<file path="src/rtl/pwmd_pkg.sv">
package pwmd_pkg;

    localparam int RND_W = 16;

    typedef enum logic {
        PICK_ACCUM  = 1'b0,
        PICK_RANDOM = 1'b1
    } pick_mode_e;

    typedef struct packed {
        logic carry;
        logic below;
    } step_votes_t;

    // Fibonacci form, taps 16,14,13,11 (maximal length).
    function automatic logic [RND_W-1:0] rnd_advance(input logic [RND_W-1:0] s);
        logic fb;
        fb = s[15] ^ s[13] ^ s[12] ^ s[10];
        return {s[RND_W-2:0], fb};
    endfunction

    function automatic logic pick_step(input pick_mode_e m, input step_votes_t v);
        return (m == PICK_RANDOM) ? v.below : v.carry;
    endfunction

endpackage

</file>
<file path="src/rtl/pwmd_period_ctr.sv">
module pwmd_period_ctr #(
    parameter int PERIOD_CYC = 5000,
    parameter int CNT_W      = $clog2(PERIOD_CYC)
) (
    input  logic             clk,
    input  logic             rst,
    output logic [CNT_W-1:0] cnt_o,
    output logic [CNT_W-1:0] cnt_next_o,
    output logic             wrap_o
);
    localparam logic [CNT_W-1:0] LAST = CNT_W'(PERIOD_CYC - 1);

    logic [CNT_W-1:0] cnt_q;

    // The reset value sits on the last count so the first free edge opens a period.
    assign wrap_o     = (cnt_q == LAST);
    assign cnt_next_o = rst ? LAST : (wrap_o ? '0 : cnt_q + 1'b1);
    assign cnt_o      = cnt_q;

    always_ff @(posedge clk) begin
        if (rst) cnt_q <= LAST;
        else     cnt_q <= cnt_next_o;
    end
endmodule

</file>
<file path="src/rtl/pwmd_frac_sel.sv">
module pwmd_frac_sel
    import pwmd_pkg::*;
#(
    parameter int FRAC_W = 8,
    parameter int HS_W   = 14,
    parameter int HS_MAX = 10000,
    parameter logic [RND_W-1:0] SEED = 16'hACE1
) (
    input  logic              clk,
    input  logic              rst,
    input  logic              step_i,
    input  logic [HS_W-1:0]   whole_i,
    input  logic [FRAC_W-1:0] frac_i,
    input  logic              rand_i,
    output logic [HS_W-1:0]   width_o,
    output logic [RND_W-1:0]  rnd_o
);
    logic [FRAC_W-1:0] acc_q;
    logic [FRAC_W:0]   acc_sum;
    logic [RND_W-1:0]  rnd_q;
    step_votes_t       votes;
    pick_mode_e        mode;
    logic              extra;
    logic [HS_W:0]     raw;

    assign acc_sum     = {1'b0, acc_q} + {1'b0, frac_i};
    assign votes.carry = acc_sum[FRAC_W];
    assign votes.below = (rnd_q[FRAC_W-1:0] < frac_i);
    assign mode        = rand_i ? PICK_RANDOM : PICK_ACCUM;
    assign extra       = pick_step(mode, votes);

    assign raw     = {1'b0, whole_i} + {{HS_W{1'b0}}, extra};
    assign width_o = (raw > (HS_W+1)'(HS_MAX)) ? HS_W'(HS_MAX) : raw[HS_W-1:0];
    assign rnd_o   = rnd_q;

    always_ff @(posedge clk) begin
        if (rst) begin
            acc_q <= '0;
            rnd_q <= SEED;
        end else begin
            rnd_q <= rnd_advance(rnd_q);
            if (step_i) acc_q <= acc_sum[FRAC_W-1:0];
        end
    end
endmodule

</file>
<file path="src/rtl/pwmd_edge_out.sv">
module pwmd_edge_out #(
    parameter int CNT_W = 13,
    parameter int HS_W  = 14
) (
    input  logic             clk,
    input  logic             rst,
    input  logic [CNT_W-1:0] cnt_next_i,
    input  logic [HS_W-1:0]  width_next_i,
    output logic             pwm_o
);
    logic [HS_W-1:0] whole_cyc;
    logic            odd_step;
    logic            full_q;   // high through whole cycles of the pulse
    logic            tail_q;   // the single cycle that carries a half step
    logic            ph_rise_q;
    logic            ph_fall_q;

    assign whole_cyc = {1'b0, width_next_i[HS_W-1:1]};
    assign odd_step  = width_next_i[0];

    always_ff @(posedge clk) begin
        if (rst) begin
            full_q    <= 1'b0;
            tail_q    <= 1'b0;
            ph_rise_q <= 1'b0;
        end else begin
            full_q    <= (HS_W'(cnt_next_i) < whole_cyc);
            tail_q    <= odd_step && (HS_W'(cnt_next_i) == whole_cyc);
            ph_rise_q <= ~ph_rise_q;
        end
    end

    // Catches up with the rising-edge phase half a cycle later.
    always_ff @(negedge clk) begin
        if (rst) ph_fall_q <= 1'b0;
        else     ph_fall_q <= ph_rise_q;
    end

    // Phases differ only during the first half of each cycle.
    assign pwm_o = full_q | (tail_q & (ph_rise_q ^ ph_fall_q));
endmodule

</file>
<file path="src/rtl/pwm_dither_gen.sv">
module pwm_dither_gen
    import pwmd_pkg::*;
#(
    parameter int PERIOD_CYC = 5000,
    parameter int FRAC_W     = 8,
    parameter logic [RND_W-1:0] SEED = 16'hACE1,
    parameter int HS_W       = $clog2(2*PERIOD_CYC + 1)
) (
    input  logic              clk,
    input  logic              rst,
    input  logic [HS_W-1:0]   duty_int_i,
    input  logic [FRAC_W-1:0] duty_frac_i,
    input  logic              dither_en_i,
    output logic              pwm_o
);
    localparam int HS_MAX = 2 * PERIOD_CYC;
    localparam int CNT_W  = $clog2(PERIOD_CYC);

    logic [CNT_W-1:0] cnt;
    logic [CNT_W-1:0] cnt_next;
    logic             wrap;
    logic [HS_W-1:0]  width_sel;
    logic [HS_W-1:0]  width_q;
    logic [HS_W-1:0]  width_next;
    logic [RND_W-1:0] rnd_state;

    pwmd_period_ctr #(
        .PERIOD_CYC (PERIOD_CYC),
        .CNT_W      (CNT_W)
    ) u_ctr (
        .clk        (clk),
        .rst        (rst),
        .cnt_o      (cnt),
        .cnt_next_o (cnt_next),
        .wrap_o     (wrap)
    );

    pwmd_frac_sel #(
        .FRAC_W (FRAC_W),
        .HS_W   (HS_W),
        .HS_MAX (HS_MAX),
        .SEED   (SEED)
    ) u_sel (
        .clk     (clk),
        .rst     (rst),
        .step_i  (wrap),
        .whole_i (duty_int_i),
        .frac_i  (duty_frac_i),
        .rand_i  (dither_en_i),
        .width_o (width_sel),
        .rnd_o   (rnd_state)
    );

    assign width_next = rst ? '0 : (wrap ? width_sel : width_q);

    always_ff @(posedge clk) begin
        if (rst) width_q <= '0;
        else     width_q <= width_next;
    end

    pwmd_edge_out #(
        .CNT_W (CNT_W),
        .HS_W  (HS_W)
    ) u_out (
        .clk          (clk),
        .rst          (rst),
        .cnt_next_i   (cnt_next),
        .width_next_i (width_next),
        .pwm_o        (pwm_o)
    );
endmodule

</file>
<file path="config.mk">
export PLATFORM = sky130hd
export DESIGN_NAME = pwm_dither_gen
export DESIGN_NICKNAME = d
export VERILOG_FILES = /design/src/rtl/pwmd_pkg.sv /design/src/rtl/pwmd_period_ctr.sv /design/src/rtl/pwmd_frac_sel.sv /design/src/rtl/pwmd_edge_out.sv /design/src/rtl/pwm_dither_gen.sv
export SDC_FILE = /design/constraint.sdc
export NUM_CORES = 1
export LEC_CHECK = 0
export BUFFER_PORTS_ARGS = -buffer_cell sky130_fd_sc_hd__buf_2
export CORE_MARGIN = 1.5
export CORE_UTILIZATION = 42
export CTS_BUF_LIST = sky130_fd_sc_hd__clkbuf_4
export CTS_CLUSTER_DIAMETER = 120
export DETAILED_ROUTE_END_ITERATION = 10
export SYNTH_ARGS = -nofsm -noshare
export SYNTH_HDL_FRONTEND = slang
export SYNTH_SLANG_ARGS = --single-unit
</file>
<file path="constraint.sdc">
create_clock -name clk -period 4.8 [get_ports clk]
set_input_delay 0.24 -clock clk [delete_from_list [all_inputs] [get_ports clk]]
set_output_delay 0.24 -clock clk [all_outputs]
set_load 0.03 [all_outputs]
</file>
==> flow_metrics.py <==
metrics = {
    "run_status": {
        "run_status": "finished clean",
    },
    "timing": {
        "report.final.hold_viol_count": 0,
        "final.period_utilization_pct": 95.80,
        "worst_slew_pin_slew_ns": 0.8060,
        "setup-tns-final_ns": 0,
        "skew_ns": 0.04114,
        "slew-limit-headroom_pct": 46.26,
        "pnr_worst_setup_slack_ns": 0.2016,
        "maxClockFrequency_mhz": 217.5,
        "slew_viol_final": 0,
        "timing.final.crit_period_ns": 4.598,
        "timing.hold.ws_ns": 0.2393,
        "setup-violations-final": 0,
    },
    "power_and_ir_drop": {
        "power_leakage_nw": 1.518,
        "power.density_nw_per_um2": 462.7,
        "irDropWorstVdd_mv": 0.2131,
        "design_power_total_mw": 1.678,
    },
    "placement": {
        "gpl.final_weighted_congestion": 0.9260,
        "port-buffer-count": 25,
        "detailedPlacementHpwl_um": 5055,
        "instance_count_after_placement_with_tap_cells_included": 490,
        "pre_cts_slack_ns": -0.08801,
    },
    "die": {
        "core_area_sq_um": 7331,
        "floorplan.die_area_sq_um": 8190,
        "die_width_um": 90.50,
        "floorplan.initialDensity_pct": 43.86,
        "io_pins": 26,
        "number_of_placement_rows": 31,
        "die-height_um": 90.50,
    },
    "cts": {
        "clk_pin_slew_worst_paths_ns": 0.17,
        "clock_sink_count": 55,
        "clk-insertion-delay-late_ns": 0.42,
        "cts_tree": "done",
        "cts_hold_buf": 0,
        "cts_root_buffer": "clkbuf_4",
        "cts-buffers-inserted": 5,
        "clock_tree.htree_level_count": 2,
        "cts_buffer_depth": 2,
    },
    "synth": {
        "synth.yosys.seq_area_share_pct": 34.24,
        "parity_gate_share_of_the_synthesized_area_counting_xor_and_xnor_cells_pct": 8.171,
        "synth_top_family_by_area": "simple AND/OR/NAND/NOR gates",
        "warnings_synthesis": 0,
        "synth_mux_area_share_pct": 0.6615,
        "yosys.cell_types.count": 45,
        "post-synth-top-area-cell": "dfxtp_1",
        "syn-instance-count": 376,
        "synth.ff_latch_count": 55,
        "dominantRegCellSynth": "dfxtp_1",
        "ys_top_cells_by_area": "dfxtp_1 (34%), ha_1 (12%), xor2_1 (5.2%)",
        "post_synth.cell_area_avg_sq_um": 8.552,
        "postSynthNetCount": 433,
        "async_reset_ff_share_pct": 0,
        "post-synth-top-area-fraction_pct": 34.24,
        "synth_compound_gate_area_share_pct": 17.08,
        "synth-edff-count": 0,
        "post_synth_fa_ha_maj_area_fraction_pct": 12.68,
        "synthSimpleGateAreaFrac_pct": 23.11,
        "post_synth_instance_area_sq_um": 3216,
    },
    "layout": {
        "area_of_the_multi_input_gates_sq_um": 2074,
        "mostFrequentLayoutCell": "dfxtp_1",
        "area_growth_from_synthesis_to_layout_pct": 12.80,
        "n_antenna_cell": 0,
        "post_layout_nets": 458,
        "fillerInstances": 710,
        "instances_no_fill": 501,
        "post_route_cells_drive_above_1_share_pct": 19.90,
        "seq_area_sq_um": 1102,
        "layout.cells.most_common_list": "dfxtp_1 (54), nand2_1 (35), ha_1 (28)",
    },
    "grt": {
        "grt_pass1_wl_um": 11680,
        "first_global_vias": 2448,
        "grt_antenna_before_repair": 0,
        "overflow": 0,
        "global_route_total_usage_across_every_layer_pct": 17.46,
        "grt_max_degree": 56,
    },
    "routing": {
        "drt-vias-per-instance": 5.457,
        "drt-initial-drc-count": 158,
        "drt_wl_total_um": 7236,
        "remaining_number_of_nets_flagged_by_the_antenna_check_after_routing": 0,
        "route.vias.total": 2734,
        "wire_per_inst_um": 14.44,
        "firstDrtPassIters": 4,
        "drc": 0,
    },
    "worst_setup_path": {
        "critPathCaptureType": "flop",
        "worstRegToRegCells": 21,
        "regToRegSetupSlack_ns": 0.20,
        "critical_path_peak_fanout": 9,
        "reg2reg_from": "u_sel.acc_q[0]",
        "data_required_critical_path_ns": 5.11,
        "path_class": "reg -> reg",
        "timing.critical_path.arrival_ns": 4.91,
        "reg2reg_to": "u_out.tail_q",
        "worstSetupStartpointType": "flop",
    },
    "worst_hold_path": {
        "hold_path_depth": 4,
        "timing.hold.worst_endpoint": "u_sel.acc_q[0]",
        "holdCritPathClass": "in -> reg",
        "hp-start": "duty_frac_i[0]",
    },
    "job": {
        "max_cap_viol_count": 0,
    },
}
## flip-flops by register name, summed over array words and instances (netlist names)
register         flops
u_sel.rnd_o         16
width_q             14
u_ctr.cnt_o         13
u_sel.acc_q          8
u_out.full_q         1
u_out.ph_fall_q      1
u_out.ph_rise_q      1
u_out.tail_q         1
## timing repair
item | in CTS | in global routing
setup buffers | 2 | 1
setup endpoints to repair | 2 | 2
pin swaps | 2 | 6
resized for setup | 2 | 21
## layout make-up
class	instances	area share (%)
flip-flops and latches	55	30.39
clock buffers	5	1.035
well taps	99	3.415
multi-input cells	289	57.19
inverters	13	1.345
clock inverters	4	0.7934
repair buffers	36	5.830
## critical path: stages (launching register included)
cell,delay (ns)
dfxtp_2,0.37
ha_4,0.17
fa_2,0.40
a21o_1,0.20
a21oi_2,0.17
nor2b_2,0.08
o221ai_2,0.16
a221o_1,0.17
a31oi_1,0.05
ha_2,0.20
ha_2,0.20
or4_4,0.54
a21oi_2,0.14
o21ai_1,0.08
o21a_2,0.26
buf_6,0.15
a311o_1,0.32
ha_1,0.29
nand4_1,0.13
nor2_2,0.16
nand4_1,0.13
a211oi_2,0.16
## per-layer routing
layer	GRT usage (%)	share of wire [%]	up-vias	wire length (um)
met4	6.481	1.4	0	100
met5	0	0	-	0
li1	-	-	1406	-
met3	2.441	2.2	8	159
met2	26.07	44	39	3188
met1	25.30	52	1281	3787
## how the worst max path moves through the flow
| stage | start | endpoint | slack [ns] | depth (start not counted) |
|---|---|---|---|---|
| finish | u_sel.acc_q[0] | u_out.tail_q | 0.20 | 21 |
| CTS | u_sel.acc_q[0] | u_out.full_q | 0.006 | 23 |
| global route | u_sel.acc_q[0] | u_out.full_q | -0.06 | 23 |
| floorplan | u_sel.acc_q[0] | u_out.full_q | 0.31 | 23 |
| detailed placement | duty_frac_i[0] | u_out.tail_q | -0.09 | 22 |
| global placement | duty_frac_i[0] | u_out.full_q | 0.06 | 24 |
## power by group
part / internal (mW) / total (mW) / leakage (nW) / switching, mW
Sequential: 0.565 / 0.629 / 0.453 / 0.0646
Combinational: 0.343 / 0.832 / 1.03 / 0.490
Clock: 0.0602 / 0.217 / 0.0367 / 0.157
## Yosys cell counts (5+ instances only)
master	number
a31oi_1	7
xor2_1	19
nand4_1	9
or2_2	9
nor2_1	21
a21o_1	8
a31o_2	6
and3_1	11
inv_1	14
nor2b_1	12
ha_1	31
clkbuf_1	15
nor3_1	21
nand3_1	12
dfxtp_1	55
a21oi_1	18
o21ai_0	14
xnor2_1	11
a311oi_1	5
nand2_1	35
## through the flow
step	cell area, sq um	util (%)
3_5_place_dp	3453	47.11
2_1_floorplan	3216	-
6_report	3627	49.48
5_1_grt	3627	49.48
3_3_place_gp	3453	47.11
4_1_cts	3535	48.22
## kinds of logic after synthesis
kind of cell    Yosys count
compound gates           80
flops                    55
xor+xnor                 30
simple gates            145
mux                       2
buf+inv                  32
fa+ha+maj                32
(Power assumes the default switching activity.)
